File: config.mk
export PLATFORM = sky130hd
export DESIGN_NAME = gsel_predictor
export DESIGN_NICKNAME = d
export VERILOG_FILES = /design/src/rtl/bp_pkg.sv /design/src/rtl/ghist_reg.sv /design/src/rtl/bank_wdec.sv /design/src/rtl/ctr_bank.sv /design/src/rtl/gsel_predictor.sv
export SDC_FILE = /design/constraint.sdc
export NUM_CORES = 1
export LEC_CHECK = 0
export BUFFER_PORTS_ARGS = -buffer_cell sky130_fd_sc_hd__buf_2
export CORE_MARGIN = 5
export CORE_UTILIZATION = 40
export CTS_BUF_LIST = sky130_fd_sc_hd__clkbuf_4 sky130_fd_sc_hd__clkbuf_8
export CTS_CLUSTER_SIZE = 40
export DETAILED_ROUTE_END_ITERATION = 7
export GPL_TIMING_DRIVEN = 0
export HOLD_SLACK_MARGIN = 0.08
export PLACE_DENSITY = 0.59
export SYNTH_ARGS = -nofsm -noshare
export SYNTH_HDL_FRONTEND = slang
export SYNTH_SLANG_ARGS = --single-unit
File: constraint.sdc
create_clock -name clk -period 7.6 [get_ports clk]
set_input_delay 1.52 -clock clk [delete_from_list [all_inputs] [get_ports clk]]
set_output_delay 1.52 -clock clk [all_outputs]
set_load 0.03 [all_outputs]
File: src/rtl/bp_pkg.sv
package bp_pkg;

  typedef logic [1:0] ctr_t;

  localparam ctr_t CTR_INIT = 2'b01;
  localparam ctr_t CTR_MAX  = 2'b11;
  localparam ctr_t CTR_MIN  = 2'b00;

  // Saturating step of one 2-bit counter toward the resolved outcome.
  function automatic ctr_t ctr_step(input ctr_t cur, input logic went_taken);
    ctr_t nxt;
    if (went_taken) nxt = (cur == CTR_MAX) ? CTR_MAX : cur + 2'd1;
    else            nxt = (cur == CTR_MIN) ? CTR_MIN : cur - 2'd1;
    return nxt;
  endfunction

  // Direction encoded by a counter: its upper bit.
  function automatic logic ctr_dir(input ctr_t cur);
    return cur[1];
  endfunction

endpackage

File: src/rtl/ghist_reg.sv
module ghist_reg #(
  parameter int HIST_BITS = 2
) (
  input  logic                 clk,
  input  logic                 rst_n,
  input  logic                 shift_en,
  input  logic                 bit_in,
  output logic [HIST_BITS-1:0] hist_o
);

  logic [HIST_BITS-1:0] hist_q;

  always_ff @(posedge clk) begin
    if (!rst_n)        hist_q <= '0;
    else if (shift_en) hist_q <= {hist_q[HIST_BITS-2:0], bit_in};
  end

  assign hist_o = hist_q;

endmodule

File: src/rtl/bank_wdec.sv
module bank_wdec #(
  parameter int HIST_BITS = 2,
  localparam int BANKS    = 1 << HIST_BITS
) (
  input  logic                 fire,
  input  logic [HIST_BITS-1:0] sel,
  output logic [BANKS-1:0]     we
);

  always_comb begin
    we = '0;
    for (int b = 0; b < BANKS; b++) begin
      if (fire && (sel == HIST_BITS'(b))) we[b] = 1'b1;
    end
  end

endmodule

File: src/rtl/ctr_bank.sv
module ctr_bank
  import bp_pkg::*;
#(
  parameter int IDX_BITS = 6,
  localparam int ENTRIES = 1 << IDX_BITS
) (
  input  logic                clk,
  input  logic                rst_n,
  input  logic                we,
  input  logic [IDX_BITS-1:0] wr_idx,
  input  logic                wr_taken,
  input  logic [IDX_BITS-1:0] rd_idx,
  output ctr_t                rd_ctr
);

  ctr_t tbl [ENTRIES];

  always_ff @(posedge clk) begin
    if (!rst_n) begin
      for (int e = 0; e < ENTRIES; e++) tbl[e] <= CTR_INIT;
    end else if (we) begin
      tbl[wr_idx] <= ctr_step(tbl[wr_idx], wr_taken);
    end
  end

  assign rd_ctr = tbl[rd_idx];

endmodule

File: src/rtl/gsel_predictor.sv
module gsel_predictor
  import bp_pkg::*;
#(
  parameter int PC_W      = 32,
  parameter int IDX_BITS  = 6,
  parameter int HIST_BITS = 2,
  localparam int BANKS    = 1 << HIST_BITS,
  localparam int IDX_LO   = 2,
  localparam int IDX_HI   = IDX_BITS + IDX_LO - 1
) (
  input  logic            clk,
  input  logic            rst_n,
  input  logic [PC_W-1:0] lk_pc,
  output logic            lk_taken,
  input  logic            up_valid,
  input  logic [PC_W-1:0] up_pc,
  input  logic            up_taken
);

  // Named internal events, visible to the bound checker.
  logic [HIST_BITS-1:0] hist_q;
  logic [BANKS-1:0]     bank_we;
  logic [IDX_BITS-1:0]  lk_idx;
  logic [IDX_BITS-1:0]  up_idx;
  logic                 upd_fire;
  ctr_t                 rd_ctr_all [BANKS];
  ctr_t                 pred_ctr;

  assign lk_idx   = lk_pc[IDX_HI:IDX_LO];
  assign up_idx   = up_pc[IDX_HI:IDX_LO];
  assign upd_fire = up_valid;

  logic unused_pc_bits;
  assign unused_pc_bits = ^{lk_pc[PC_W-1:IDX_HI+1], lk_pc[IDX_LO-1:0],
                            up_pc[PC_W-1:IDX_HI+1], up_pc[IDX_LO-1:0]};

  ghist_reg #(.HIST_BITS(HIST_BITS)) u_hist (
    .clk     (clk),
    .rst_n   (rst_n),
    .shift_en(upd_fire),
    .bit_in  (up_taken),
    .hist_o  (hist_q)
  );

  bank_wdec #(.HIST_BITS(HIST_BITS)) u_wdec (
    .fire(upd_fire),
    .sel (hist_q),
    .we  (bank_we)
  );

  for (genvar b = 0; b < BANKS; b++) begin : g_bank
    ctr_bank #(.IDX_BITS(IDX_BITS)) u_bank (
      .clk     (clk),
      .rst_n   (rst_n),
      .we      (bank_we[b]),
      .wr_idx  (up_idx),
      .wr_taken(up_taken),
      .rd_idx  (lk_idx),
      .rd_ctr  (rd_ctr_all[b])
    );
  end

  assign pred_ctr = rd_ctr_all[hist_q];
  assign lk_taken = ctr_dir(pred_ctr);

endmodule

==> results.json, run 1 <==
{
  "clkLatencyLatePin_ns": 0.74,
  "syn_area_sq_um": 27800,
  "synth_seq_area_share_pct": 55.4,
  "arrival_ns": 6.23,
  "htreeDepth": 3,
  "fmax_ghz": 0.129,
  "hpwl_mm": 124,
  "gp_congestion": 1.11,
  "holdWs_ns": 0.905,
  "clkTransAtPathRegs_ns": 0.06,
  "gr-total-overflow": 0,
  "grt_max_degree": 14,
  "wirelength_mm": 176,
  "rsz0062_at_grt": "false",
  "hp-class": "register to register",
  "grtUsageTotal_pct": 45.6,
  "synth_ff_type": "edfxtp_1",
  "fp.coreArea_sq_um": 68800,
  "wl_met3_mm": 28.0,
  "io_pins": 69,
  "design.die.area_sq_um": 74900,
  "drv_slew": 121,
  "drive_gt1_share_pct": 16.0,
  "row_count": 96,
  "fin_crit_sh_pct": 102,
  "met2_length_mm": 69.9,
  "outcome": "complete, but fails checks",
  "worst_slack_ns": -0.154,
  "cp-end-kind": "output port",
  "fp.dieW_microns": 274,
  "ys_types": 71,
  "area_growth_pct": 11.6,
  "vias": 26600,
  "post_cts_buffers": 0,
  "synth-edff-count": 512,
  "cts_sinks": 514,
  "syn-num-nets": 2576,
  "relSlewSlack_pct": -14.5,
  "wl_per_cell_microns": 48.3,
  "wl_met1_mm": 60.8,
  "grt_pass1_vias": 24600,
  "multi_input_area_sq_um": 11000,
  "cts_tree": "yes",
  "nets": 2693,
  "drtIter0Drc": 5231,
  "synth_top_area_share_pct": 55.3,
  "maxCapViolations": 15,
  "path_class": "input port to output port",
  "ys_ff_latch": 514,
  "async_reset_ff_share_pct": 0,
  "crit_path_start_kind": "input port",
  "p_per_area_nw_per_um2": 226,
  "io_buffers": 12,
  "drt-pass1-iter-count": 8,
  "die_h_microns": 274,
  "root_buffer": "clkbuf_8",
  "tightest_slew_ns": 1.72,
  "clockBufferDepth": 3,
  "p_total_uw": 7010,
  "ys_top_cells_by_area": "edfxtp_1 (55%), mux2i_1 (5.4%), mux4_2 (5.2%), nand2_1 (4.7%), nand3_1 (4.3%)",
  "yosysWarnings": 0,
  "cts_inserted_buffers": 93,
  "yosysTopAreaCell": "edfxtp_1",
  "grt_first_pass_wirelength_mm": 225,
  "p_leak_uw": 0.00951,
  "cp_max_fo": 10,
  "setup_violations": 1,
  "fillCellCount": 6524,
  "via_per_inst": 7.32,
  "antenna_left": 0,
  "ir_drop_v": 0.000144,
  "drc": 7,
  "finalHoldViolCount": 0,
  "period_minus_slack_ns": 7.75,
  "dr.max_layer_used": "met5",
  "initial_core_util_pct": 40.4,
  "antenna_found_initial": 31,
  "violations": "DRC, capacitance limit, slew limit, setup timing",
  "seq_area_sq_um": 15400,
  "cp.required_ns": 6.08,
  "finClkSkew_ns": 0.0340,
  "synth_cells": 2508,
  "avgSynthCellArea_sq_um": 11.1
}
Yosys cell counts (23+ instances only):
cell / number
o22ai_1: 35
a22oi_1: 48
nor2_1: 200
o21ai_0: 148
nand3_1: 237
edfxtp_1: 512
mux2i_1: 150
a21oi_1: 29
nand2_1: 345
mux2_2: 49
buf_2: 75
nor3_1: 117
nor4_1: 23
nand4_1: 36
a221oi_1: 27
mux4_2: 64
buf_4: 23
clkbuf_1: 161
kinds of logic (layout without fill, tap and decap cells):
family | Yosys count | after routing | share of synthesized area [%]
other | 0 | 18 | 0
muxes | 263 | 263 | 12.6
DFF | 514 | 514 | 55.4
buffers and inverters | 293 | 475 | 5.06
and+or+nand+nor | 1044 | 1044 | 17.6
adders and majority gates | 8 | 8 | 0.301
AOI/OAI and AO/OA | 386 | 386 | 9.11
registers in the layout, summed over array words and instances, names as in the netlist:
register,flops
u_hist.hist_o,2
g_bank.u_bank.tbl,512
area by class of cell:
| class | count | share of cell area (%) |
|---|---|---|
| buffer | 288 | 4.55 |
| timing repair buffer | 22 | 0.721 |
| sequential | 514 | 49.7 |
| multi-input combinational | 1701 | 35.6 |
| clock inverter | 38 | 0.685 |
| tap | 931 | 3.75 |
| clock buffer | 122 | 4.84 |
| antenna | 18 | 0.145 |
| inverter | 5 | 0.0605 |
worst max-delay path, stage by stage:
cell and delay (ns):
clkbuf_1 0.67, clkbuf_2 0.66, clkdlybuf4s15_1 1.14, mux4_2 0.63, o211ai_1 0.12, a21oi_1 0.19, nand3_1 0.40, a22oi_1 0.56
buf_2 0.28
report_power, final:
part	leakage [uW]	switching (uW)	total (uW)	internal [uW]
registers	0.00446	37.5	3200	3160
logic	0.00415	932	1190	255
clock network	0.000907	1300	2620	1320
placed cells by master (no fill, tap or decap), types with 9 or more instances in the layout:
cell type | synthesis | final
buf_6 | 17 | 20
buf_4 | 23 | 23
clkinv_1 | 4 | 28
a221oi_1 | 27 | 27
a21oi_1 | 29 | 29
clkbuf_8 | 0 | 94
edfxtp_1 | 512 | 512
mux4_2 | 64 | 64
o22ai_1 | 35 | 35
nand4_1 | 36 | 36
a22oi_1 | 48 | 48
clkbuf_1 | 161 | 151
nand2_1 | 345 | 345
nor2_1 | 200 | 197
o2bb2ai_1 | 14 | 14
diode_2 | 0 | 18
nor2b_1 | 10 | 9
a211oi_1 | 10 | 10
nor3_1 | 117 | 115
o21ai_0 | 148 | 148
buf_2 | 75 | 88
mux2i_1 | 150 | 150
a221o_1 | 10 | 10
a31oi_1 | 11 | 10
nor4_1 | 23 | 23
nand3_1 | 237 | 237
clkbuf_4 | 0 | 29
mux2_2 | 49 | 49
clkbuf_2 | 0 | 11
per-stage QoR:
stage | TNS, ns | utilization, % | instance area, sq um | setup slack [ns] | cells
detailed placement | -0.419 | 42.5 | 29200 | -0.419 | 3459
global route | 0 | 45.1 | 31000 | 0.0608 | 3624
floorplan | 0 | - | 27800 | 2.29 | 2508
finish | -0.154 | 45.1 | 31000 | -0.154 | 3639
global placement | -0.648 | 42.2 | 29000 | -0.648 | 3451
CTS | 0 | 45.0 | 30900 | 0.0185 | 3619
per-layer routing:
metal / GRT usage [%] / up-vias
met3: 20.7 / 780
met4: 33.9 / 24
met1: 55.6 / 13200
met2: 63.0 / 2855
li1: - / 9780
met5: 0.592 / -
worst paths after layout:
kind                                 startpoint                                         to  slack (ns)  cells past startpoint
setup reg to reg  u_hist.hist_o[1]$_SDFFE_PN0P_  g_bank[3].u_bank.tbl[40][1]$_SDFFCE_PN0P_        3.23                      6
setup / recovery                       lk_pc[3]                                   lk_taken       -0.15                      9
hold / removal    u_hist.hist_o[0]$_SDFFE_PN0P_  g_bank[1].u_bank.tbl[36][1]$_SDFFCE_PN0P_        0.90                      4
hold reg to reg   u_hist.hist_o[0]$_SDFFE_PN0P_  g_bank[1].u_bank.tbl[36][1]$_SDFFCE_PN0P_        0.90                      4
what timing repair did:
action                                  CTS  global route
gates resized for setup                   3             4
hold buffers                              0             0
endpoints found under the setup margin    1             1
Power figures use the tool's default switching activity.
==> run 2, diff against run 1 <==
CTS_CLUSTER_DIAMETER = 150   (was not set)
RECOVER_POWER = 25   (was not set)
==> run 2 against run 1 <==
Effect of this change: the flow still finishes with violations (DRC, capacitance limit, slew limit, setup timing); global-route usage shrank 0.72 points; highest routed layer unchanged; count of clock-buffer cells in the layout shrank 100; critical endpoint is now g_bank[3].u_bank.tbl[2][1]$_SDFFCE_PN0P_; first-iteration DRC count shrank 0.54%; clock power shrank 56%; clock skew grew 0.049 ns; die area is the same; critical path depth grew 3; fmax shrank 0.11%; cell count shrank 4.0%; largest power group unchanged; sequential power is essentially flat; combinational power is essentially flat; total power shrank 21%.
==> results.json, run 2 (same netlist as run 1, synthesis figures left out) <==
{
  "outcome": "complete, but fails checks",
  "violations": "DRC, capacitance limit, slew limit, setup timing",
  "drive_gt1_share_pct": 11.6,
  "post_cts_buffers": 0,
  "vias": 26000,
  "cts_inserted_buffers": 16,
  "max_stage_delay_ns": 1.43,
  "relSlewSlack_pct": -27.9,
  "power_switching_uw": 1880,
  "gr-total-overflow": 0,
  "p_total_uw": 5530,
  "fmax_ghz": 0.129,
  "initial_core_util_pct": 40.4,
  "gp_congestion": 1.11,
  "grt_pass1_vias": 23800,
  "crit_path_start_kind": "input port",
  "tightest_slew_ns": 1.92,
  "drc": 6,
  "pwr-share-clk_pct": 20.9,
  "rsz0062_at_grt": "false",
  "design.die.area_sq_um": 74900,
  "cts_sinks": 514,
  "maxCapViolations": 23,
  "finClkSkew_ns": 0.0825,
  "hp-class": "register to register",
  "use_met3_pct": 18.3,
  "layout_common_cells": "edfxtp_1 (512), nand2_1 (345), nand3_1 (237)",
  "area_growth_pct": 5.81,
  "p_sw_share_pct": 34.1,
  "cp-end-kind": "register",
  "met2_usage_pct": 62.4,
  "drv_slew": 220,
  "drtIter0Drc": 5203,
  "dp_slack_ns": -0.419,
  "period_minus_slack_ns": 7.76,
  "cts_tree": "yes",
  "clockBufferDepth": 3,
  "seq_power_share_pct": 57.8,
  "drt-pass1-iter-count": 8,
  "busiest_layer": "met2",
  "cp_max_fo": 11,
  "io_buffers": 12,
  "path_class": "input port to register",
  "fin_crit_sh_pct": 102,
  "via_per_inst": 7.43,
  "fp.dieW_microns": 274,
  "largest_reg_flops": 512,
  "row_count": 96,
  "clkLatencyLatePin_ns": 0.77,
  "grt_first_pass_wirelength_mm": 222,
  "antenna_left": 0,
  "fp.coreArea_sq_um": 68800,
  "final_common_cell": "edfxtp_1",
  "critPathSlowestCell": "clkbuf_1",
  "cpLargestDelayFamily": "buffers and inverters",
  "internal-power_uw": 3640,
  "largest-register": "g_bank.u_bank.tbl",
  "postCtsHoldBufs": 0,
  "grt_max_degree": 42,
  "io_pins": 69,
  "grtUsageTotal_pct": 44.9,
  "finalHoldViolCount": 0,
  "setup_violations": 54,
  "cts.repair.resized": 3,
  "grt.met1_usage_pct": 56.3,
  "stdcell_count": 3495,
  "crit_chain": "clkbuf_1 -> clkbuf_1 -> clkbuf_1 -> and3_1 -> clkbuf_1 -> a2bb2oi_1 -> o22ai_1 -> nor4_1 -> maj3_1 -> buf_2 -> buf_2 -> nor4_1",
  "cp.required_ns": 8.15,
  "p_leak_uw": 0.00865,
  "p_per_area_nw_per_um2": 188,
  "p_comb_share_pct": 21.2,
  "die_h_microns": 274,
  "antenna_found_initial": 22,
  "htreeDepth": 1,
  "final_util_pct": 42.8,
  "cpMostUsedCell": "clkbuf_1",
  "nets": 2614,
  "wl_per_cell_microns": 49.5,
  "ir_drop_v": 0.000132,
  "worst_slack_ns": -0.163,
  "dpl.cell_count": 3459,
  "root_buffer": "clkbuf_8",
  "arrival_ns": 8.31,
  "wirelength_mm": 173,
  "cp_num_buf_inv": 6,
  "hpwl_mm": 124,
  "clkTransAtPathRegs_ns": 0.29
}
[run 2: per-stage QoR]
| stage | setup TNS [ns] | instance area, sq um | hold slack, ns |
|---|---|---|---|
| 2_1_floorplan | 0 | 27800 | 0.691 |
| 3_3_place_gp | -0.648 | 29000 | 0.877 |
| 3_5_place_dp | -0.419 | 29200 | 0.884 |
| 4_1_cts | 0 | 29500 | 0.914 |
| 5_1_grt | 0 | 29400 | 0.967 |
| 6_report | -2.70 | 29400 | 0.924 |
[run 2: worst paths after layout]
check | startpoint | endpoint | slack (ns) | cells after the start
max | up_pc[2] | g_bank[3].u_bank.tbl[2][1]$_SDFFCE_PN0P_ | -0.16 | 12
min | u_hist.hist_o[0]$_SDFFE_PN0P_ | g_bank[1].u_bank.tbl[45][1]$_SDFFCE_PN0P_ | 0.92 | 4
max reg2reg | u_hist.hist_o[1]$_SDFFE_PN0P_ | g_bank[3].u_bank.tbl[40][1]$_SDFFCE_PN0P_ | 3.09 | 6
min reg2reg | u_hist.hist_o[0]$_SDFFE_PN0P_ | g_bank[1].u_bank.tbl[45][1]$_SDFFCE_PN0P_ | 0.92 | 4
[run 2: worst min-delay path: cells and delay by family (launching register included)]
family / cells / cell delay, ns
AND/OR/NAND/NOR: 4 / 0.39
flip-flops: 1 / 0.41
[run 2: layout make-up]
type | instances | area (sq um)
Antenna cell | 13 | 32.5
Buffer | 288 | 1380
Clock buffer | 22 | 272
Clock inverter | 1 | 8.76
Fill cell | 6600 | 39400
Inverter | 5 | 18.8
Multi-Input combinational cell | 1701 | 11000
Sequential cell | 514 | 15400
Tap cell | 931 | 1160
Timing Repair Buffer | 20 | 133
[run 2: metal layers]
| layer | up-vias | wire length [microns] |
|---|---|---|
| met5 | - | 188 |
| met4 | 16 | 16100 |
| met3 | 702 | 27800 |
| met2 | 2792 | 69200 |
| met1 | 12900 | 59700 |
| li1 | 9551 | - |
[run 2: power by group through the flow]
stage          Sequential (uW)  Clock [uW]  Combinational, uW
3_3_place_gp              3260           0               1080
6_report                  3200        1160               1170
5_1_grt                   3200        1190               1130
2_1_floorplan             3230           0                544
3_5_place_dp              3260           0               1090
4_1_cts                   3190        1110               1090
